<file path="src/rtl/csu_pkg.sv">
`timescale 1ns/1ps
package csu_pkg;

   typedef enum logic [4:0] {
      OP_GRST   = 5'd0,
      OP_WINSEL = 5'd1,
      OP_RXOFF  = 5'd3,
      OP_RXON   = 5'd4,
      OP_RXRST  = 5'd5,
      OP_TXON   = 5'd9,
      OP_TXOFF  = 5'd10,
      OP_TXRST  = 5'd11,
      OP_SWREQ  = 5'd12,
      OP_ACK    = 5'd13,
      OP_IMASK  = 5'd14,
      OP_RMASK  = 5'd15
   } csu_op_e;

   typedef struct packed {
      logic grst;
      logic winsel;
      logic rx_off;
      logic rx_on;
      logic rx_rst;
      logic tx_on;
      logic tx_off;
      logic tx_rst;
      logic sw_req;
      logic ack;
      logic ld_imask;
      logic ld_rmask;
   } csu_dec_t;

   // status event bit positions (software decodes these)
   localparam int EB_SUMMARY = 0;
   localparam int EB_FAIL    = 1;
   localparam int EB_TXDONE  = 2;
   localparam int EB_TXAVAIL = 3;
   localparam int EB_RXDONE  = 4;
   localparam int EB_RXEARLY = 5;
   localparam int EB_SWREQ   = 6;
   localparam int EB_STATS   = 7;

endpackage

</file>
<file path="src/rtl/csu_cmd_decode.sv">
`timescale 1ns/1ps
module csu_cmd_decode
   import csu_pkg::*;
#(
   parameter int CMD_W = 16,
   parameter int OPC_W = 5,
   localparam int ARG_W = CMD_W - OPC_W
) (
   input  logic             wr_i,
   input  logic [CMD_W-1:0] word_i,
   input  logic             busy_i,
   output csu_dec_t         dec_o,
   output logic [ARG_W-1:0] arg_o
);

   logic [OPC_W-1:0] opc;
   logic             take;

   assign opc   = word_i[CMD_W-1 -: OPC_W];
   assign arg_o = word_i[ARG_W-1:0];
   assign take  = wr_i & ~busy_i;

   always_comb begin
      dec_o = '0;
      if (take) begin
         case (csu_op_e'(opc))
            OP_GRST:   dec_o.grst     = 1'b1;
            OP_WINSEL: dec_o.winsel   = 1'b1;
            OP_RXOFF:  dec_o.rx_off   = 1'b1;
            OP_RXON:   dec_o.rx_on    = 1'b1;
            OP_RXRST:  dec_o.rx_rst   = 1'b1;
            OP_TXON:   dec_o.tx_on    = 1'b1;
            OP_TXOFF:  dec_o.tx_off   = 1'b1;
            OP_TXRST:  dec_o.tx_rst   = 1'b1;
            OP_SWREQ:  dec_o.sw_req   = 1'b1;
            OP_ACK:    dec_o.ack      = 1'b1;
            OP_IMASK:  dec_o.ld_imask = 1'b1;
            OP_RMASK:  dec_o.ld_rmask = 1'b1;
            default:   dec_o          = '0;
         endcase
      end
   end

endmodule

</file>
<file path="src/rtl/csu_busy_timer.sv">
`timescale 1ns/1ps
module csu_busy_timer #(
   parameter int HOLD_CYC = 250000,
   localparam int CNT_W = $clog2(HOLD_CYC + 1)
) (
   input  logic clk,
   input  logic rst_n,
   input  logic load_i,
   output logic busy_o
);

   logic [CNT_W-1:0] cnt_q;

   always_ff @(posedge clk) begin
      if (!rst_n) begin
         cnt_q <= '0;
      end else if (load_i) begin
         cnt_q <= CNT_W'(HOLD_CYC);
      end else if (cnt_q != '0) begin
         cnt_q <= cnt_q - 1'b1;
      end
   end

   assign busy_o = (cnt_q != '0);

endmodule

</file>
<file path="src/rtl/csu_event_latch.sv">
`timescale 1ns/1ps
module csu_event_latch #(
   parameter int EVT_W = 8
) (
   input  logic             clk,
   input  logic             rst_n,
   input  logic             flush_i,
   input  logic [EVT_W-1:1] raw_set_i,
   input  logic [EVT_W-1:0] ack_i,
   input  logic [EVT_W-1:0] imask_i,
   output logic [EVT_W-1:0] lat_o
);

   logic summary_set;
   logic summary_q;
   logic imask_lsb_unused;

   assign summary_set      = |(raw_set_i & imask_i[EVT_W-1:1]);
   assign imask_lsb_unused = imask_i[0];

   // one sticky flop per event source; a set beats an acknowledge
   for (genvar b = 1; b < EVT_W; b++) begin : g_bit
      logic q;
      always_ff @(posedge clk) begin
         if (!rst_n) begin
            q <= 1'b0;
         end else if (flush_i) begin
            q <= 1'b0;
         end else if (raw_set_i[b]) begin
            q <= 1'b1;
         end else if (ack_i[b]) begin
            q <= 1'b0;
         end
      end
      assign lat_o[b] = q;
   end

   always_ff @(posedge clk) begin
      if (!rst_n) begin
         summary_q <= 1'b0;
      end else if (flush_i) begin
         summary_q <= 1'b0;
      end else if (summary_set) begin
         summary_q <= 1'b1;
      end else if (ack_i[0]) begin
         summary_q <= 1'b0;
      end
   end

   assign lat_o[0] = summary_q;

endmodule

</file>
<file path="src/rtl/cmd_status_unit.sv">
`timescale 1ns/1ps
module cmd_status_unit
   import csu_pkg::*;
#(
   parameter int CMD_W      = 16,
   parameter int OPC_W      = 5,
   parameter int WIN_W      = 3,
   parameter int EVT_W      = 8,
   parameter int CLK_KHZ    = 250000,
   parameter bit RD_CAPTURE = 1'b1
) (
   input  logic             clk,
   input  logic             rst_n,
   input  logic             cmd_wr_i,
   input  logic [CMD_W-1:0] cmd_word_i,
   input  logic             stat_rd_i,
   input  logic             ev_fail_i,
   input  logic             ev_tx_done_i,
   input  logic             ev_tx_avail_i,
   input  logic             ev_rx_done_i,
   input  logic             ev_rx_early_i,
   input  logic             ev_stats_i,
   output logic [CMD_W-1:0] status_o,
   output logic [WIN_W-1:0] window_o,
   output logic             irq_o,
   output logic             rx_en_o,
   output logic             tx_en_o,
   output logic             rx_rst_o,
   output logic             tx_rst_o,
   output logic             gbl_rst_o
);

   localparam int ARG_W    = CMD_W - OPC_W;
   localparam int HOLD_CYC = CLK_KHZ;
   localparam int PAD_W    = CMD_W - WIN_W - 1 - EVT_W;

   // elaboration-time parameter checks
   if (OPC_W != 5) begin : g_bad_opc
      $error("cmd_status_unit: OPC_W must be 5");
   end
   if (EVT_W != 8) begin : g_bad_evt
      $error("cmd_status_unit: EVT_W must be 8");
   end
   if (ARG_W < EVT_W || ARG_W < WIN_W) begin : g_bad_arg
      $error("cmd_status_unit: argument too narrow for masks or window");
   end
   if (PAD_W < 1) begin : g_bad_pad
      $error("cmd_status_unit: status word too narrow");
   end
   if (CLK_KHZ < 1) begin : g_bad_clk
      $error("cmd_status_unit: CLK_KHZ must be positive");
   end

   csu_dec_t         dec;
   logic [ARG_W-1:0] arg;
   logic             busy;
   logic [EVT_W-1:1] raw_set;
   logic [EVT_W-1:0] ack_vec;
   logic [EVT_W-1:0] lat;
   logic [WIN_W-1:0] window_q;
   logic [EVT_W-1:0] imask_q;
   logic [EVT_W-1:0] rmask_q;
   logic             rx_en_q;
   logic             tx_en_q;
   logic             rx_rst_q;
   logic             tx_rst_q;
   logic             gbl_rst_q;
   logic [CMD_W-1:0] live_stat;
   logic             arg_hi_unused;

   assign arg_hi_unused = ^arg[ARG_W-1:EVT_W];

   csu_cmd_decode #(
      .CMD_W (CMD_W),
      .OPC_W (OPC_W)
   ) u_dec (
      .wr_i   (cmd_wr_i),
      .word_i (cmd_word_i),
      .busy_i (busy),
      .dec_o  (dec),
      .arg_o  (arg)
   );

   csu_busy_timer #(
      .HOLD_CYC (HOLD_CYC)
   ) u_busy (
      .clk    (clk),
      .rst_n  (rst_n),
      .load_i (dec.grst),
      .busy_o (busy)
   );

   assign raw_set[EB_FAIL]    = ev_fail_i;
   assign raw_set[EB_TXDONE]  = ev_tx_done_i;
   assign raw_set[EB_TXAVAIL] = ev_tx_avail_i;
   assign raw_set[EB_RXDONE]  = ev_rx_done_i;
   assign raw_set[EB_RXEARLY] = ev_rx_early_i;
   assign raw_set[EB_SWREQ]   = dec.sw_req;
   assign raw_set[EB_STATS]   = ev_stats_i;

   assign ack_vec = dec.ack ? arg[EVT_W-1:0] : '0;

   csu_event_latch #(
      .EVT_W (EVT_W)
   ) u_evt (
      .clk       (clk),
      .rst_n     (rst_n),
      .flush_i   (dec.grst),
      .raw_set_i (raw_set),
      .ack_i     (ack_vec),
      .imask_i   (imask_q),
      .lat_o     (lat)
   );

   always_ff @(posedge clk) begin
      if (!rst_n) begin
         window_q  <= '0;
         imask_q   <= '0;
         rmask_q   <= '1;
         rx_en_q   <= 1'b0;
         tx_en_q   <= 1'b0;
         rx_rst_q  <= 1'b0;
         tx_rst_q  <= 1'b0;
         gbl_rst_q <= 1'b0;
      end else begin
         rx_rst_q  <= dec.rx_rst;
         tx_rst_q  <= dec.tx_rst;
         gbl_rst_q <= dec.grst;
         if (dec.grst) begin
            window_q <= '0;
            imask_q  <= '0;
            rmask_q  <= '1;
            rx_en_q  <= 1'b0;
            tx_en_q  <= 1'b0;
         end else begin
            if (dec.winsel)   window_q <= arg[WIN_W-1:0];
            if (dec.ld_imask) imask_q  <= arg[EVT_W-1:0];
            if (dec.ld_rmask) rmask_q  <= arg[EVT_W-1:0];
            if (dec.rx_on)    rx_en_q  <= 1'b1;
            if (dec.rx_off)   rx_en_q  <= 1'b0;
            if (dec.tx_on)    tx_en_q  <= 1'b1;
            if (dec.tx_off)   tx_en_q  <= 1'b0;
         end
      end
   end

   assign live_stat = {window_q, busy, {PAD_W{1'b0}}, lat & rmask_q};

   if (RD_CAPTURE) begin : g_cap
      logic [CMD_W-1:0] stat_q;
      always_ff @(posedge clk) begin
         if (!rst_n) begin
            stat_q <= '0;
         end else if (stat_rd_i) begin
            stat_q <= live_stat;
         end
      end
      assign status_o = stat_q;
   end else begin : g_live
      logic rd_unused;
      assign rd_unused = stat_rd_i;
      assign status_o  = live_stat;
   end

   assign window_o  = window_q;
   assign irq_o     = |(lat & imask_q);
   assign rx_en_o   = rx_en_q;
   assign tx_en_o   = tx_en_q;
   assign rx_rst_o  = rx_rst_q;
   assign tx_rst_o  = tx_rst_q;
   assign gbl_rst_o = gbl_rst_q;

endmodule

</file>
<file path="config.mk">
export PLATFORM = sky130hd
export DESIGN_NAME = cmd_status_unit
export DESIGN_NICKNAME = d
export VERILOG_FILES = /design/src/rtl/csu_pkg.sv /design/src/rtl/csu_cmd_decode.sv /design/src/rtl/csu_busy_timer.sv /design/src/rtl/csu_event_latch.sv /design/src/rtl/cmd_status_unit.sv
export SDC_FILE = /design/constraint.sdc
export NUM_CORES = 1
export LEC_CHECK = 0
export CAP_MARGIN = 30
export CORE_ASPECT_RATIO = 0.8
export CORE_UTILIZATION = 55
export CTS_CLUSTER_DIAMETER = 200
export DETAILED_ROUTE_END_ITERATION = 10
export HOLD_SLACK_MARGIN = 0.02
export PLACE_DENSITY = 0.79
export SLEW_MARGIN = 30
export SYNTH_ARGS = -nofsm -noshare
export SYNTH_HDL_FRONTEND = slang
export SYNTH_HIERARCHICAL = 1
export SYNTH_SLANG_ARGS = --single-unit
</file>
<file path="constraint.sdc">
create_clock -name clk -period 8.8 [get_ports clk]
set_clock_uncertainty 0.2 [all_clocks]
set_input_delay 1.32 -clock clk [delete_from_list [all_inputs] [get_ports clk]]
set_output_delay 1.32 -clock clk [all_outputs]
set_load 0.03 [all_outputs]
</file>
==> reports/qor.csv, run 1 <==
stage;metric;value;unit
global_route;grt_usage;24.3;%
drt;drtAntennaViolNets;0;
clock_network;cts_made_buffers;9;
critical_path;reg2reg_from;u_busy/cnt_q[14];
floorplanning;die_w;84.4;um
global_route;grt_pass1_wl;10400;um
drt;drt_pass1_iterations;8;
critical_path;cp_max_fo;12;
pwr;irDropWorstVdd;0.136;mV
outcome;violations;DRC;
drt;drt_wl_total;6600;um
floorplanning;io_pins;51;
clock_network;path_clk_slew;0.07;ns
critical_path;crit_path_top_delay_cell;or4_1;
critical_path;cp-startpoint;u_busy/cnt_q[14];
clock_network;htreeDepth;3;
sta;worstMarginPinSlew;0.816;ns
critical_path;end_kind;flop;
clock_network;cts_tree;built;
pwr;p_total;898;uW
synthesis;synthCells;340;
clock_network;post_cts_resized;0;
pwr;p_per_area;256;mW/mm^2
global_route;grt_start_max_net_pins;23;
critical_path;required;8.80;ns
sta;hold_viol;0;
placement;port_buffers;43;
pwr;p_leak;1.25;nW
critical_path;cp_cell_sequence;or4_1 -> or2_2 -> or4_1 -> or3b_4 -> nor3_1 -> and2_1 -> inv_1 -> a22oi_1 -> a31oi_1;
placement;placed_area;0.00328;sq mm
sta;rsz0062_at_grt;false;
global_route;gr-total-overflow;0;
clock_network;clock_latency;0.34;ns
synthesis;ys_warn_count;6;
critical_path;cp_top_family;simple AND/OR/NAND/NOR gates;
sta;hold_ws;0.267;ns
sta;slew_headroom;45.1;%
sta;slew_viol_final;0;
floorplanning;start_util;58.4;%
global_route;grt_pass1_vias;2079;
cells_and_area;fin_cells;429;
sta;finalSetupTns;0;ns
critical_path;cp-start-kind;flop;
clock_network;cts_buffer_depth;2;
drt;drc;7;
critical_path;path_common_cell;or4_1;
critical_path;worst_ep_arrival_time;4.05;ns
synthesis;avgSynthCellArea;8.80;sq um
outcome;status;finished, violations left;
placement;hpwlAfterDp;4630;um
clock_network;cts_setup_buffers;0;
clock_network;cts_root_buf;clkbuf_8;
placement;placed_cells;413;
drt;vias_per_cell;5.77;
synthesis;syn_area;0.00299;sq mm
placement;place_congestion;0.891;
floorplanning;die_area;0.00574;sq mm
critical_path;slowest_delay;0.67;ns
clock_network;cts_sinks;62;
sta;final.min_clock_period;4.04;ns
min_path;min_from;status_o[7];
floorplanning;die_h;68.0;um
sta;max_freq;247;MHz
min_path;hold_path_class;flop to flop;
cells_and_area;syn_to_final_growth;17.1;%
cells_and_area;layout-drive-gt1-share;7.63;%
sta;setup-violations-final;0;
drt;post_drt_wl_per_cell;15.4;um
cells_and_area;diodes;0;
flow_run;maxCapViolCount;0;
cells_and_area;nNetsFinal;390;
floorplanning;rows;23;
drt;drt_iter0_drc;231;
drt;via_count;2474;
critical_path;path_class;flop to flop;
critical_path;cp.buffers_inverters;1;
global_route;antenna_found_initial;0;
sta;fin_crit_sh;46.0;%
clock_network;cts_hold_buf;0;
cells_and_area;post-route-cell-area;0.00350;sq mm
floorplanning;core_area;0.00512;sq mm
-- cells in the final DEF, fill, tap and decap left out, types with 3 or more instances in the layout --
cell type,count
dfxtp_1,62
clkdlybuf4s50_1,43
nor2_1,29
mux2i_1,27
nand2_1,22
nand2b_1,14
nor3_1,14
a21oi_1,13
inv_1,12
and2_1,11
nand3_1,10
clkbuf_8,9
or4_1,9
nor4_1,8
or3_1,7
o21ai_0,7
a22oi_1,6
nor2b_1,6
o31ai_1,5
a21boi_1,4
a21boi_0,4
conb_1,4
clkinvlp_4,4
a31oi_1,4
buf_4,3
and3_1,3
-- routing by layer --
| metal | share of wire (%) | GRT usage [%] | vias up |
|---|---|---|---|
| met3 | 7.6 | 8.44 | 12 |
| met1 | 49 | 32.8 | 1141 |
| li1 | - | - | 1229 |
| met5 | 0 | 0 | - |
| met4 | 1.5 | 9.75 | 0 |
| met2 | 42 | 35.7 | 92 |
-- path summary, 6_finish.rpt --
check                          to  slack [ns]  cells after the start
setup / recovery  u_evt/summary_q        4.76                      9
hold / removal        status_o[7]        0.27                      2
setup reg to reg  u_evt/summary_q        4.76                      9
hold reg to reg       status_o[7]        0.27                      2
-- power breakdown --
part,switching (mW),total (mW),internal [mW]
clock network,0.116,0.276,0.160
registers,0.0308,0.344,0.313
logic,0.168,0.278,0.110
-- layout make-up --
class | instances | area [sq um]
Inverter | 12 | 45.0
Fill cell | 422 | 1620
Tap cell | 62 | 77.6
Clock inverter | 7 | 98.8
Timing Repair Buffer | 46 | 453
Sequential cell | 62 | 1240
Clock buffer | 9 | 124
Multi-Input combinational cell | 231 | 1460
-- sequential cells by signal (all words and copies together), names as in the netlist --
register / cells
status_o: 12
rx_rst_o: 1
window_o: 3
tx_rst_o: 1
imask_q: 8
u_evt/g_bit.q: 7
u_evt/summary_q: 1
u_busy/cnt_q: 18
rmask_q: 8
tx_en_o: 1
gbl_rst_o: 1
rx_en_o: 1
-- through the flow --
| step | utilization, % | setup WS [ns] |
|---|---|---|
| after global routing | 68.3 | 4.63 |
| after global placement | 63.9 | 5.00 |
| final | 68.3 | 4.76 |
| after detailed placement | 64.0 | 4.94 |
| after floorplan | - | 5.25 |
| after CTS | 68.3 | 4.83 |
-- worst reg2reg max path, cell delays in order, from the launching register on --
cell,delay [ns]
dfxtp_1,0.33
or4_1,0.67
or2_2,0.37
or4_1,0.58
or3b_4,0.47
nor3_1,0.67
and2_1,0.22
inv_1,0.04
a22oi_1,0.22
a31oi_1,0.15
Note: power is estimated with default switching activity, not from simulation.
==> inputs of run 2 (changes only) <==
CORE_UTILIZATION = 53   (was 55)
PLACE_DENSITY = 0.77   (was 0.79)
clock period = 3.8 ns   (was 8.8 ns; I/O delays follow)
==> reports/qor.csv, run 2 (synthesis gave the netlist of run 1 again) <==
stage;metric;value;unit
cells_and_area;diodes;0;
floorplanning;start_util;55.0;%
sta;fin_crit_sh;92.2;%
sta;slew_viol_final;0;
clock_network;cts_tree;built;
clock_network;htreeDepth;3;
cells_and_area;layout_common_cells;dfxtp_1, clkdlybuf4s50_1, nor2_1, mux2i_1, nand2_1;
cells_and_area;max_flop_register;u_busy/cnt_q;
critical_path;slowest_delay;0.58;ns
cells_and_area;nNetsFinal;398;
clock_network;clock_latency;0.34;ns
clock_network;cts_hold_buf;0;
drt;post_drt_wl_per_cell;15.0;um
critical_path;cp_cell_sequence;or4_1 -> or2_2 -> or4_1 -> or3b_4 -> buf_4 -> nor3_1 -> buf_4 -> and2_1 -> inv_1 -> a22oi_1 -> a31oi_1;
global_route;grt_start_max_net_pins;21;
global_route;gr-total-overflow;0;
critical_path;crit_path_top_delay_cell;or4_1;
sta;final.min_clock_period;3.50;ns
placement;place_congestion;0.923;
critical_path;end_kind;flop;
drt;drtAntennaViolNets;0;
drt;drt_pass1_iterations;6;
drt;via_count;2528;
floorplanning;io_pins;51;
placement;hpwlAfterDp;4770;um
placement;port_buffers;43;
pwr;p_comb_share;32.9;%
critical_path;worst_ep_arrival_time;3.51;ns
critical_path;cp_top_family;simple AND/OR/NAND/NOR gates;
sta;worstMarginPinSlew;0.824;ns
pwr;irDropWorstVdd;0.300;mV
cells_and_area;fin_cells;452;
placement;placed_cells;437;
outcome;status;complete, no violations;
cells_and_area;layout-drive-gt1-share;8.56;%
drt;drt_iter0_drc;172;
critical_path;path_class;flop to flop;
cells_and_area;seqCellArea;0.00124;sq mm
cells_and_area;layout_commonest_cell;dfxtp_1;
global_route;antenna_found_initial;0;
pwr;p_leak;1.29;nW
critical_path;cp-start-kind;flop;
floorplanning;die_w;86.0;um
drt;drt_wl_total;6760;um
global_route;grt_pass1_wl;11200;um
clock_network;cts_made_buffers;9;
pwr;swShare;34.9;%
critical_path;cp_max_fo;11;
drt;drc;0;
cells_and_area;multiInputGateArea;0.00146;sq mm
cells_and_area;largest_reg_flops;18;
sta;rsz0062_at_grt;false;
floorplanning;rows;24;
global_route;grt_usage;24.4;%
clock_network;cts_setup_buffers;0;
critical_path;cp.buffers_inverters;3;
pwr;p_seq_share;39.8;%
critical_path;required;3.81;ns
floorplanning;core_area;0.00544;sq mm
flow_run;maxCapViolCount;0;
cells_and_area;fillers;474;
clock_network;cts_sinks;62;
pwr;pwr-share-clk;27.2;%
sta;setup-violations-final;0;
pwr;intPower;1.31;mW
floorplanning;die_area;0.00595;sq mm
sta;slew_headroom;45.0;%
global_route;grt_pass1_vias;2326;
sta;max_freq;286;MHz
clock_network;cts_root_buf;clkbuf_8;
drt;vias_per_cell;5.59;
pwr;p_per_area;567;mW/mm^2
clock_network;post_cts_resized;0;
sta;finalSetupTns;0;ns
pwr;net-switching-power;701;uW
clock_network;cts_buffer_depth;2;
clock_network;path_clk_slew;0.06;ns
min_path;hold_path_class;flop to flop;
floorplanning;die_h;69.2;um
cells_and_area;syn_to_final_growth;18.4;%
sta;hold_viol;0;
-- run 2: final timing paths --
check | startpoint | end | slack [ns] | depth (start not counted)
setup reg to reg | u_busy/cnt_q[13] | u_evt/summary_q | 0.30 | 11
hold reg to reg | status_o[6] | status_o[6] | 0.27 | 2
setup / recovery | u_busy/cnt_q[13] | u_evt/summary_q | 0.30 | 11
hold / removal | status_o[6] | status_o[6] | 0.27 | 2
-- run 2: cell type report --
class	count	area share, %
flip-flops and latches	62	35.1
well taps	78	2.76
repair buffers	54	14.5
inverters	12	1.27
clock buffers	15	5.27
multi-input cells	231	41.1
-- run 2: through the flow --
stage | worst slack, ns | area, sq um | utilization [%] | hold WS (ns) | total power, mW
floorplan | 0.247 | 3000 | - | 0.240 | 1.30
global placement | 0.405 | 3350 | 61.7 | 0.253 | 1.43
detailed placement | 0.338 | 3350 | 61.7 | 0.260 | 1.45
CTS | 0.297 | 3540 | 65.1 | 0.270 | 2.00
global route | 0.114 | 3540 | 65.1 | 0.280 | 2.12
finish | 0.298 | 3540 | 65.1 | 0.267 | 2.01
-- run 2: metal layers --
metal | vias to the layer above | global-route usage (%) | wire (um)
li1 | 1239 | - | -
met1 | 1151 | 34.5 | 3280
met2 | 124 | 34.5 | 2840
met3 | 14 | 8.21 | 540
met4 | 0 | 8.52 | 99
met5 | - | 0 | 0
-- run 2: power by group through the flow --
stage / Sequential, mW / Combinational [mW] / Clock [mW]
4_1_cts: 0.796 / 0.648 / 0.553
3_5_place_dp: 0.810 / 0.643 / 0
5_1_grt: 0.810 / 0.733 / 0.582
3_3_place_gp: 0.805 / 0.628 / 0
2_1_floorplan: 0.801 / 0.495 / 0
6_report: 0.800 / 0.661 / 0.546
-- run 2: worst min-delay path, delay by kind of cell, from the launching register on --
family / cells / cell delay [ns]
DFF: 1 / 0.31
and+or+nand+nor: 1 / 0.06
AOI/OAI and AO/OA: 1 / 0.05
